--- src/rtl/hb_pkg.sv ---
package hb_pkg;
  typedef enum logic [1:0] {
    UW_NONE   = 2'd0,
    UW_EXC    = 2'd1,
    UW_BRANCH = 2'd2
  } unwind_kind_e;
endpackage

--- src/rtl/hb_regfile.sv ---
module hb_regfile #(
  parameter int NREG = 8,
  parameter int DW   = 16,
  localparam int RW  = $clog2(NREG)
) (
  input  logic          clk,
  input  logic          rst,
  input  logic          cmp_we,
  input  logic [RW-1:0] cmp_addr,
  input  logic [DW-1:0] cmp_data,
  output logic [DW-1:0] cmp_prev,
  input  logic          undo_we,
  input  logic [RW-1:0] undo_addr,
  input  logic [DW-1:0] undo_data,
  input  logic [RW-1:0] rd_addr,
  output logic [DW-1:0] rd_data
);
  logic [DW-1:0] regs_q [NREG];

  // value overwritten by the completing result, captured in the same cycle
  assign cmp_prev = regs_q[cmp_addr];

  always_ff @(posedge clk) begin
    if (rst) begin
      for (int i = 0; i < NREG; i++) regs_q[i] <= '0;
      rd_data <= '0;
    end else begin
      if (undo_we)     regs_q[undo_addr] <= undo_data;
      else if (cmp_we) regs_q[cmp_addr]  <= cmp_data;
      rd_data <= regs_q[rd_addr];
    end
  end

  // completion and restore come from different controllers and must never meet
  assert_one_writer_R7: assert property (@(posedge clk) disable iff (rst)
    !(undo_we && cmp_we));
endmodule

--- src/rtl/hb_slots.sv ---
module hb_slots #(
  parameter int DEPTH = 8,
  parameter int NREG  = 8,
  parameter int DW    = 16,
  localparam int IW   = $clog2(DEPTH),
  localparam int RW   = $clog2(NREG)
) (
  input  logic          clk,
  input  logic          rst,
  input  logic          alloc_we,
  input  logic [IW-1:0] alloc_idx,
  input  logic [RW-1:0] alloc_dest,
  input  logic          alloc_wr,
  input  logic          cmp_we,
  input  logic [IW-1:0] cmp_idx,
  input  logic [DW-1:0] cmp_old,
  output logic          cmp_ok,
  output logic [RW-1:0] cmp_dest,
  input  logic          free_we,
  input  logic [IW-1:0] free_idx,
  output logic          head_done,
  input  logic          undo_we,
  input  logic [IW-1:0] undo_idx,
  output logic          undo_restore,
  output logic [RW-1:0] undo_dest,
  output logic [DW-1:0] undo_old
);
  logic [DEPTH-1:0] valid_q, done_q, wr_q;
  logic [RW-1:0]    dest_mem [DEPTH];
  logic [DW-1:0]    old_mem  [DEPTH];

  for (genvar i = 0; i < DEPTH; i++) begin : g_slot
    always_ff @(posedge clk) begin
      if (rst) begin
        valid_q[i] <= 1'b0;
        done_q[i]  <= 1'b0;
        wr_q[i]    <= 1'b0;
      end else if (alloc_we && alloc_idx == IW'(i)) begin
        valid_q[i] <= 1'b1;
        done_q[i]  <= !alloc_wr;
        wr_q[i]    <= alloc_wr;
      end else if ((free_we && free_idx == IW'(i)) ||
                   (undo_we && undo_idx == IW'(i))) begin
        valid_q[i] <= 1'b0;
      end else if (cmp_we && cmp_idx == IW'(i)) begin
        done_q[i]  <= 1'b1;
      end
    end
  end

  // payload arrays carry no reset so they map onto plain RAM
  always_ff @(posedge clk) begin
    if (alloc_we) dest_mem[alloc_idx] <= alloc_dest;
    if (cmp_we)   old_mem[cmp_idx]    <= cmp_old;
  end

  assign cmp_ok       = valid_q[cmp_idx] && !done_q[cmp_idx];
  assign cmp_dest     = dest_mem[cmp_idx];
  assign head_done    = valid_q[free_idx] && done_q[free_idx];
  assign undo_restore = undo_we && valid_q[undo_idx] && done_q[undo_idx] && wr_q[undo_idx];
  assign undo_dest    = dest_mem[undo_idx];
  assign undo_old     = old_mem[undo_idx];

  assert_alloc_into_free_R1: assert property (@(posedge clk) disable iff (rst)
    alloc_we |-> !valid_q[alloc_idx]);
  assert_free_only_done_R3: assert property (@(posedge clk) disable iff (rst)
    free_we |-> (valid_q[free_idx] && done_q[free_idx]));
endmodule

--- src/rtl/hb_ctrl.sv ---
module hb_ctrl
  import hb_pkg::*;
#(
  parameter int DEPTH = 8,
  localparam int IW   = $clog2(DEPTH),
  localparam int CW   = $clog2(DEPTH + 1)
) (
  input  logic          clk,
  input  logic          rst,
  input  logic          alloc_valid,
  input  logic          cmp_valid,
  input  logic          cmp_ok,
  input  logic          ret_valid,
  input  logic          ret_exc,
  input  logic          head_done,
  input  logic          flush_valid,
  input  logic [IW-1:0] flush_tag,
  output logic          alloc_fire,
  output logic          cmp_fire,
  output logic          free_fire,
  output logic          undo_step,
  output logic [IW-1:0] undo_idx,
  output logic [IW-1:0] head,
  output logic [IW-1:0] tail,
  output logic          alloc_ready,
  output logic          ret_ready,
  output logic          busy
);
  logic [IW-1:0] head_q, tail_q, cursor_q;
  logic [CW-1:0] count_q, left_q;
  logic          busy_q;
  unwind_kind_e  kind_q;

  logic          idle, exc_fire, flush_take, br_start, quiet;
  logic [IW-1:0] younger;

  assign idle        = !busy_q;
  assign alloc_ready = idle && (count_q != CW'(DEPTH));
  assign ret_ready   = idle && (count_q != '0) && head_done;

  assign exc_fire   = ret_valid && ret_ready && ret_exc;
  assign flush_take = idle && flush_valid && !exc_fire && (count_q != '0);
  assign younger    = tail_q - flush_tag - 1'b1;
  assign br_start   = flush_take && (younger != '0);
  assign quiet      = idle && !exc_fire && !flush_valid;

  assign alloc_fire = alloc_valid && alloc_ready && quiet;
  assign cmp_fire   = cmp_valid && cmp_ok && quiet;
  assign free_fire  = ret_valid && ret_ready && !ret_exc && quiet;

  assign undo_step = busy_q;
  assign undo_idx  = cursor_q;
  assign head      = head_q;
  assign tail      = tail_q;
  assign busy      = busy_q;

  always_ff @(posedge clk) begin
    if (rst) begin
      head_q   <= '0;
      tail_q   <= '0;
      cursor_q <= '0;
      count_q  <= '0;
      left_q   <= '0;
      busy_q   <= 1'b0;
      kind_q   <= UW_NONE;
    end else if (busy_q) begin
      cursor_q <= cursor_q - 1'b1;
      tail_q   <= tail_q - 1'b1;
      count_q  <= count_q - 1'b1;
      left_q   <= left_q - 1'b1;
      if (left_q == CW'(1)) begin
        busy_q <= 1'b0;
        kind_q <= UW_NONE;
      end
    end else if (exc_fire) begin
      busy_q   <= 1'b1;
      kind_q   <= UW_EXC;
      left_q   <= count_q;
      cursor_q <= tail_q - 1'b1;
    end else if (br_start) begin
      busy_q   <= 1'b1;
      kind_q   <= UW_BRANCH;
      left_q   <= CW'(younger);
      cursor_q <= tail_q - 1'b1;
    end else begin
      if (alloc_fire) tail_q <= tail_q + 1'b1;
      if (free_fire)  head_q <= head_q + 1'b1;
      count_q <= count_q + CW'(alloc_fire) - CW'(free_fire);
    end
  end

  assert_count_bound_R1: assert property (@(posedge clk) disable iff (rst)
    count_q <= CW'(DEPTH));
  assert_alloc_order_R1: assert property (@(posedge clk) disable iff (rst)
    alloc_fire |=> tail_q == $past(tail_q) + 1'b1);
  assert_unwind_step_R6: assert property (@(posedge clk) disable iff (rst)
    busy_q |=> count_q == $past(count_q) - 1'b1);
  assert_exc_drains_R4: assert property (@(posedge clk) disable iff (rst)
    (busy_q && kind_q == UW_EXC && left_q == CW'(1)) |=> (count_q == '0 && tail_q == head_q));
endmodule

--- src/rtl/hb_undo_log.sv ---
module hb_undo_log #(
  parameter int DEPTH = 8,
  parameter int NREG  = 8,
  parameter int DW    = 16,
  localparam int IW   = $clog2(DEPTH),
  localparam int RW   = $clog2(NREG)
) (
  input  logic          clk,
  input  logic          rst,
  input  logic          alloc_valid,
  input  logic          alloc_wr,
  input  logic [RW-1:0] alloc_dest,
  output logic          alloc_ready,
  output logic [IW-1:0] alloc_tag,
  input  logic          cmp_valid,
  input  logic [IW-1:0] cmp_tag,
  input  logic [DW-1:0] cmp_data,
  input  logic          ret_valid,
  input  logic          ret_exc,
  output logic          ret_ready,
  input  logic          flush_valid,
  input  logic [IW-1:0] flush_tag,
  output logic          busy,
  input  logic [RW-1:0] rd_addr,
  output logic [DW-1:0] rd_data
);
  logic          alloc_fire, cmp_fire, free_fire, undo_step;
  logic          cmp_ok, head_done, undo_restore;
  logic [IW-1:0] undo_idx, head, tail;
  logic [RW-1:0] cmp_dest, undo_dest;
  logic [DW-1:0] cmp_prev, undo_old;

  assign alloc_tag = tail;

  hb_ctrl #(.DEPTH(DEPTH)) u_ctrl (
    .clk(clk), .rst(rst),
    .alloc_valid(alloc_valid), .cmp_valid(cmp_valid), .cmp_ok(cmp_ok),
    .ret_valid(ret_valid), .ret_exc(ret_exc), .head_done(head_done),
    .flush_valid(flush_valid), .flush_tag(flush_tag),
    .alloc_fire(alloc_fire), .cmp_fire(cmp_fire), .free_fire(free_fire),
    .undo_step(undo_step), .undo_idx(undo_idx), .head(head), .tail(tail),
    .alloc_ready(alloc_ready), .ret_ready(ret_ready), .busy(busy)
  );

  hb_slots #(.DEPTH(DEPTH), .NREG(NREG), .DW(DW)) u_slots (
    .clk(clk), .rst(rst),
    .alloc_we(alloc_fire), .alloc_idx(tail), .alloc_dest(alloc_dest), .alloc_wr(alloc_wr),
    .cmp_we(cmp_fire), .cmp_idx(cmp_tag), .cmp_old(cmp_prev),
    .cmp_ok(cmp_ok), .cmp_dest(cmp_dest),
    .free_we(free_fire), .free_idx(head), .head_done(head_done),
    .undo_we(undo_step), .undo_idx(undo_idx),
    .undo_restore(undo_restore), .undo_dest(undo_dest), .undo_old(undo_old)
  );

  hb_regfile #(.NREG(NREG), .DW(DW)) u_rf (
    .clk(clk), .rst(rst),
    .cmp_we(cmp_fire), .cmp_addr(cmp_dest), .cmp_data(cmp_data), .cmp_prev(cmp_prev),
    .undo_we(undo_restore), .undo_addr(undo_dest), .undo_data(undo_old),
    .rd_addr(rd_addr), .rd_data(rd_data)
  );
endmodule

--- config.mk ---
export PLATFORM = sky130hd
export DESIGN_NAME = hb_undo_log
export DESIGN_NICKNAME = d
export VERILOG_FILES = /design/src/rtl/hb_pkg.sv /design/src/rtl/hb_regfile.sv /design/src/rtl/hb_slots.sv /design/src/rtl/hb_ctrl.sv /design/src/rtl/hb_undo_log.sv
export SDC_FILE = /design/constraint.sdc
export NUM_CORES = 1
export LEC_CHECK = 0
export CORE_UTILIZATION = 50
export CTS_BUF_LIST = sky130_fd_sc_hd__clkbuf_2 sky130_fd_sc_hd__clkbuf_4 sky130_fd_sc_hd__clkbuf_8
export DETAILED_ROUTE_END_ITERATION = 6
export PLACE_DENSITY_LB_ADDON = 0.2
export SLEW_MARGIN = 20
export SYNTH_ARGS = -nofsm -noshare
export SYNTH_HDL_FRONTEND = slang
export SYNTH_SLANG_ARGS = --single-unit
export TNS_END_PERCENT = 5
--- constraint.sdc ---
create_clock -name clk -period 5 [get_ports clk]
set_input_delay 0.5 -clock clk [delete_from_list [all_inputs] [get_ports clk]]
set_output_delay 0.5 -clock clk [all_outputs]
set_load 0.02 [all_outputs]
* Yosys cells after proc, flatten, opt, wreduce, memory -nomap -nowiden
Memories as Yosys holds them, arrays and structs flattened. A register that Yosys moved wholly into a read port is not among the register bits.
Cells that the tools add are included.
** Cells by class
- Add/sub/neg operators :: 10
- Order comparisons :: 3
- Equal/unequal tests :: 40
- Multiplexer cells :: 93
- Bitwise gates (word level) :: 3
- Reductions and logical operators :: 105
** Operators by type and width (count)
- 2-to-1 mux 1 bit :: 65
- logical AND 1 bit :: 54
- equality test 3 bit, second input constant :: 16
- 2-to-1 mux 3 bit :: 13
- nonzero test 2 bit :: 17
- 2-to-1 mux 16 bit :: 2
- OR reduction 16 bit :: 2
- equality test 3 x 2 -> 1 bit, second input constant :: 8
- 2-to-1 mux 4 bit :: 6
- binary-select mux 1 bit (select 3 bit) :: 7
- inequality test 2 x 1 -> 1 bit, second input constant :: 10
- AND reduction 2 bit :: 9
- equality test 3 x 1 -> 1 bit, second input constant :: 4
- zero test 3 bit :: 4
- less-than comparator 3 x 4 -> 1 bit, second input constant :: 3
- subtractor 3 x 1 -> 3 bit, second input constant :: 3
- logical OR 1 bit :: 8
- subtractor 4 x 1 -> 4 bit, second input constant :: 2
- adder 3 x 1 -> 3 bit, second input constant :: 2
- zero test 1 bit :: 6
- nonzero test 3 bit :: 2
- adder 4 x 1 -> 4 bit :: 1
- equality test 4 x 1 -> 1 bit, second input constant :: 1
- inequality test 4 bit, second input constant :: 1
- other kinds (6) :: 8
** Storage, ports and cells
- Flip-flop bits (word level) :: 42
- Memory bits (writable) :: 280
- Input port bits :: 36
- Output and inout bits :: 22
- Logic and storage cells :: 287
- Memories kept :: 3
** Memories
- u_rf.regs_q :: depth 8, bits a word 16, rd ports 2, clocked after memory_dff 1, write ports 8, RTL line hb_regfile.sv:18 : logic [DW-1:0] regs_q [NREG];
- u_slots.old_mem :: depth 8, bits a word 16, rd ports 1, clocked after memory_dff 1, write ports 1, RTL line hb_slots.sv:30 : logic [DW-1:0] old_mem [DEPTH];
- u_slots.dest_mem :: depth 8, bits a word 3, rd ports 2, clocked after memory_dff 1, write ports 1, RTL line hb_slots.sv:29 : logic [RW-1:0] dest_mem [DEPTH];

* Longest topological paths before layout
- Word-level depth :: 16
- Mapped depth :: 16
- Gate-level depth less buffers :: 16

* By module
From an unflattened synthesis, not the netlist that was laid out.
** Unflattened totals
- Cells, all modules :: 1188
- Area, all modules :: 16863.7 µm²
** By module, submodules not included
- hb_regfile :: times used 1, cells each 626, area an instance 8105.3 µm², seq. area each 4164.0 µm²
- hb_slots :: times used 1, cells each 406, area an instance 7438.4 µm², seq. area each 5044.8 µm²
- hb_ctrl :: times used 1, cells each 156, area an instance 1320.0 µm², seq. area each 360.3 µm²

* Worst setup path after synthesis
Ideal clock, no wire load.
- Path type :: input-to-reg
- Start point :: in cmp_tag[1]
- End point :: reg u_slots.done_q[0]
- Library setup time :: 0.096 ns
- Arrival :: 3.450 ns
- Required time :: 4.904 ns
- Setup slack :: 1.454 ns
- Stages on the path :: 6
- Path buffers :: 2
- Cells stage by stage :: buf_6 -> buf_6 -> mux4_2 -> nor4_1 -> a21oi_1 -> a221oi_1
** On the way
- Cells in the longest elaborated chain, start to end :: 9
- Elaborated cells on any way between the ends :: 12
- Those cells by class :: mux: 4; reduce/logical: 8
** Ends and longest elaborated chain
- from (decl) :: RTL line hb_undo_log.sv:16 : input logic [IW-1:0] cmp_tag,
- binary-select mux 1 bit (select 3 bit) :: RTL line hb_slots.sv:57 : assign cmp_ok = valid_q[cmp_idx] && !done_q[cmp_idx];
- 2-to-1 mux 1 bit (implied by the code) :: RTL line hb_slots.sv:57
- zero test 1 bit :: RTL line hb_slots.sv:57
- logical AND 1 bit :: RTL line hb_slots.sv:57
- logical AND 1 bit (2 in a row) :: RTL line hb_ctrl.sv:48 : assign cmp_fire = cmp_valid && cmp_ok && quiet;
- logical AND 1 bit * :: RTL line hb_slots.sv:45 : end else if (cmp_we && cmp_idx == IW'(i)) begin
- nonzero test 2 bit (no source line) *
- AND reduction 2 bit (no source line) *
- to (signal, indexed assignment) :: RTL line hb_slots.sv:40 : done_q[i] <= !alloc_wr;
- to (decl) :: RTL line hb_slots.sv:28 : logic [DEPTH-1:0] valid_q, done_q, wr_q;
Every way passes the cells marked *; elsewhere a longest branch is shown, timed or not. The select of a mux whose other input is x is not followed.
A chain may end at the register's enable or synchronous reset.

==> key figures <==
Run status
  – Status: finished clean

Detailed routing
  – Routed Wire Length: between 40 and 50 mm
  – Final ANT Viol Nets: 0
  – Via/cell ratio: between 6 and 7
  – DR WL/cell: roughly 25 µm
  – Post-route DRC: 0
  – Drt pass-1 iters: 6
  – DR vias: ~12000
  – Detailed Route Iter0 Violations: 1219

Finish
  – # diodes: 0
  – Util after Layout: 58.4%
  – Area Overhead vs Synth: 14.2%
  – FF/Latch Area: just under 0.01 mm²
  – Post-layout net count: about 1400
  – Layout cells sized above 1: 19.8%
  – Post-Layout Cell Count: about 1900
  – Cell area after layout: ~0.019 mm²
  – Multi-input logic area: 0.00659 mm²
  – Fillers: approximately 2700

Worst setup path
  – Worst path arrival time: a little under 4 ns
  – R2R Setup Slk: between 1 and 1.5 ns
  – Worst Path Required: between 5 and 6 ns
  – Crit start category: input port
  – Worst Reg2Reg Path Length in Cells: 17
  – Crit. End Element: flop
  – Worst r2r src: u_ctrl.count_q[1]$_SDFFE_PP0P_
  – Critical path type: input port to flop
  – Reg-to-Reg End: u_ctrl.count_q[2]$_SDFFE_PP0P_
  – Critical path fanouts, max: 16

Power
  – Lkg Pwr: between 6 and 7 nW
  – Tot Pwr: about 8.6 mW
  – Pwr/cell area: ~450 mW/mm²
  – Max IR drop VDD: 0.267 mV

Place
  – DPL Wire Length: around 29 mm
  – Placer Congestion: roughly 0.91
  – Post-Place Worst Slack: ~0.72 ns
  – Placed inst area: 0.0178 mm²
  – Placed Cells: between 1500 and 2000
  – IO Port Bufs: between 50 and 60

STA
  – Highest clock rate: around 270 MHz
  – Worst-margin pin slew: roughly 1.1 ns
  – Period utilization: 73.8%
  – TNS Setup: 0 ns
  – Final Setup Violations: 0
  – Slew HR: 29.1%
  – Final Hold Fails: 0
  – Tmin final: 3.69 ns
  – Worst setup margin: 1.31 ns
  – Final Skew: 0.0645 ns
  – RSZ-0062 raised after global routing: false
  – Max Transition Viols Final: 0
  – Worst hold margin: about 0.47 ns

Synth
  – Synthesized area: roughly 0.017 mm²
  – Mapped Cells: 1299
  – Net count after synthesis: around 1400
  – Yosys warns: 0
  – Post-synth top area cell: edfxtp_1
  – Mean Syn Cell Area: between 10 and 15 µm²
  – Area contributors post-synth: edfxtp_1, mux4_2, dfxtp_1
  – Seq/Total Area, Yosys: between 50% and 60%
  – Post-synth ARST share: 0%
  – Unique cell type count in the Yosys netlist: 64
  – Number of synthesized flops with an enable pin: between 200 and 300
  – Primary FF master, synth: edfxtp_1
  – #FFs+latches synth: 341
  – Yosys top cell area share: 50.1%

Floorplanning
  – Boundary pin count: 58
  – Initial cell density of the core: between 50% and 60%
  – Die Height: between 150 and 200 µm
  – Die width: ~190 µm
  – Die area: between 0.03 and 0.04 mm²
  – Row cnt: 66
  – Placeable Area: between 0.03 and 0.04 mm²

GRT
  – Global-route wire length before repair: 69.1 mm
  – Vias in the first global route: 11594
  – Grt ovf: 0
  – Initial antenna violation count: 0
  – Tot GR Track Use: approximately 28%
  – Largest net degree at the start of global routing: 56

Clock tree
  – Sink Count: between 300 and 400
  – TritonCTS Buffers: between 50 and 60
  – CTS Hold Bufs: 0
  – CTS Buffer Depth: 3
  – Htree depth: 2
  – Post_cts resized: 0
  – Skew-Pair Late Insertion Delay: between 0.6 and 0.7 ns
  – Setup Buffers After CTS: 0
  – CTS tree: yes
  – Clock transition at the registers of the reported paths: ~0.06 ns
  – Root buffer cell: clkbuf_8

Run
  – MaxCap Viol Count: 0

Worst hold path
  – Hold Startpoint: u_slots.wr_q[4]$_SDFFE_PP0P_
  – Worst min-delay path class: flop to flop
  – Hold worst-path end: u_slots.wr_q[4]$_SDFFE_PP0P_
  – Hold path depth: 2
report_power, final:
group | switching, mW | internal, mW | total (mW) | leakage [nW]
sequential | 0.240 | 3.27 | 3.51 | 3.20
clock | 1.16 | 1.64 | 2.80 | 0.704
combinational | 1.42 | 0.917 | 2.34 | 2.56
cell usage after synthesis (all sizes together), types with 27 or more instances:
master / n
edfxtp: 280
nor2: 182
nand2: 111
mux4: 80
a22oi: 74
dfxtp: 61
buf: 54
clkbuf: 44
a211oi: 39
and2: 35
ha: 30
a21oi: 28
inv: 28
mux2i: 27
per-layer routing:
metal | vias up | share of wire, % | track usage (%)
met2 | 550 | 50 | 47.0
met4 | 0 | 2.3 | 8.43
met5 | - | 0 | 0
met1 | 5859 | 40 | 36.4
li1 | 5103 | - | -
met3 | 84 | 7.9 | 3.91
registers in the layout (all words and copies together) (netlist names), named ones only:
signal	flops
u_ctrl.left_q	4
u_rf.regs_q	128
u_rf.rd_data	16
u_slots.dest_mem	24
u_slots.valid_q	8
u_ctrl.head	3
u_slots.wr_q	8
u_slots.done_q	8
u_ctrl.count_q	4
u_ctrl.tail	3
u_ctrl.busy	1
u_ctrl.undo_idx	3
u_slots.old_mem	128
critical path: stages:
cell	delay, ns
clkdlybuf4s50_1	0.95
mux4_2	0.66
mux2i_4	0.31
and3_1	0.41
a31oi_1	0.19
o21ai_2	0.84
kinds of logic after synthesis:
| group | after synthesis | share of synthesized area, % |
|---|---|---|
| and+or+nand+nor | 418 | 11.2 |
| DFF | 341 | 57.4 |
| AOI/OAI and AO/OA | 248 | 11.1 |
| buffers and inverters | 126 | 3.61 |
| muxes | 125 | 13.7 |
| adders and majority gates | 32 | 2.48 |
| xor gates and xnor gates | 9 | 0.470 |
final cells by class:
cell class              count  share of cell area (%)
inverters                  28                   0.549
clock buffers              82                    5.57
clock inverters            24                    1.35
repair buffers            108                    4.93
multi-input cells         832                    34.4
well taps                 442                    2.89
flip-flops and latches    341                    50.3
how the worst max path moves through the flow:
stage	start	endpoint
after detailed placement	cmp_tag[1]	u_rf.regs_q[1][8]$_SDFFCE_PN0P_
final	cmp_tag[1]	u_rf.regs_q[1][6]$_SDFFCE_PN0P_
after floorplan	cmp_tag[1]	u_slots.done_q[0]$_SDFFE_PP0P_
after global routing	u_ctrl.count_q[1]$_SDFFE_PP0P_	u_ctrl.count_q[2]$_SDFFE_PP0P_
after CTS	cmp_tag[1]	u_rf.regs_q[1][6]$_SDFFCE_PN0P_
after global placement	cmp_tag[1]	u_rf.regs_q[1][8]$_SDFFCE_PN0P_
cells in the final DEF, fill, tap and decap left out, types with 20 or more instances in the layout:
master             n
a21oi_1           28
a211oi_1          38
buf_4             51
mux4_2            80
nand2_1          111
dfxtp_1           57
a31oi_1           22
clkdlybuf4s50_1   55
edfxtp_1         280
nor2_1           182
mux2i_1           23
and2_1            21
ha_1              30
clkbuf_8          72
nor2b_1           20
a22oi_1           72
inv_1             27
No activity file was read; power rests on OpenSTA's default activity.
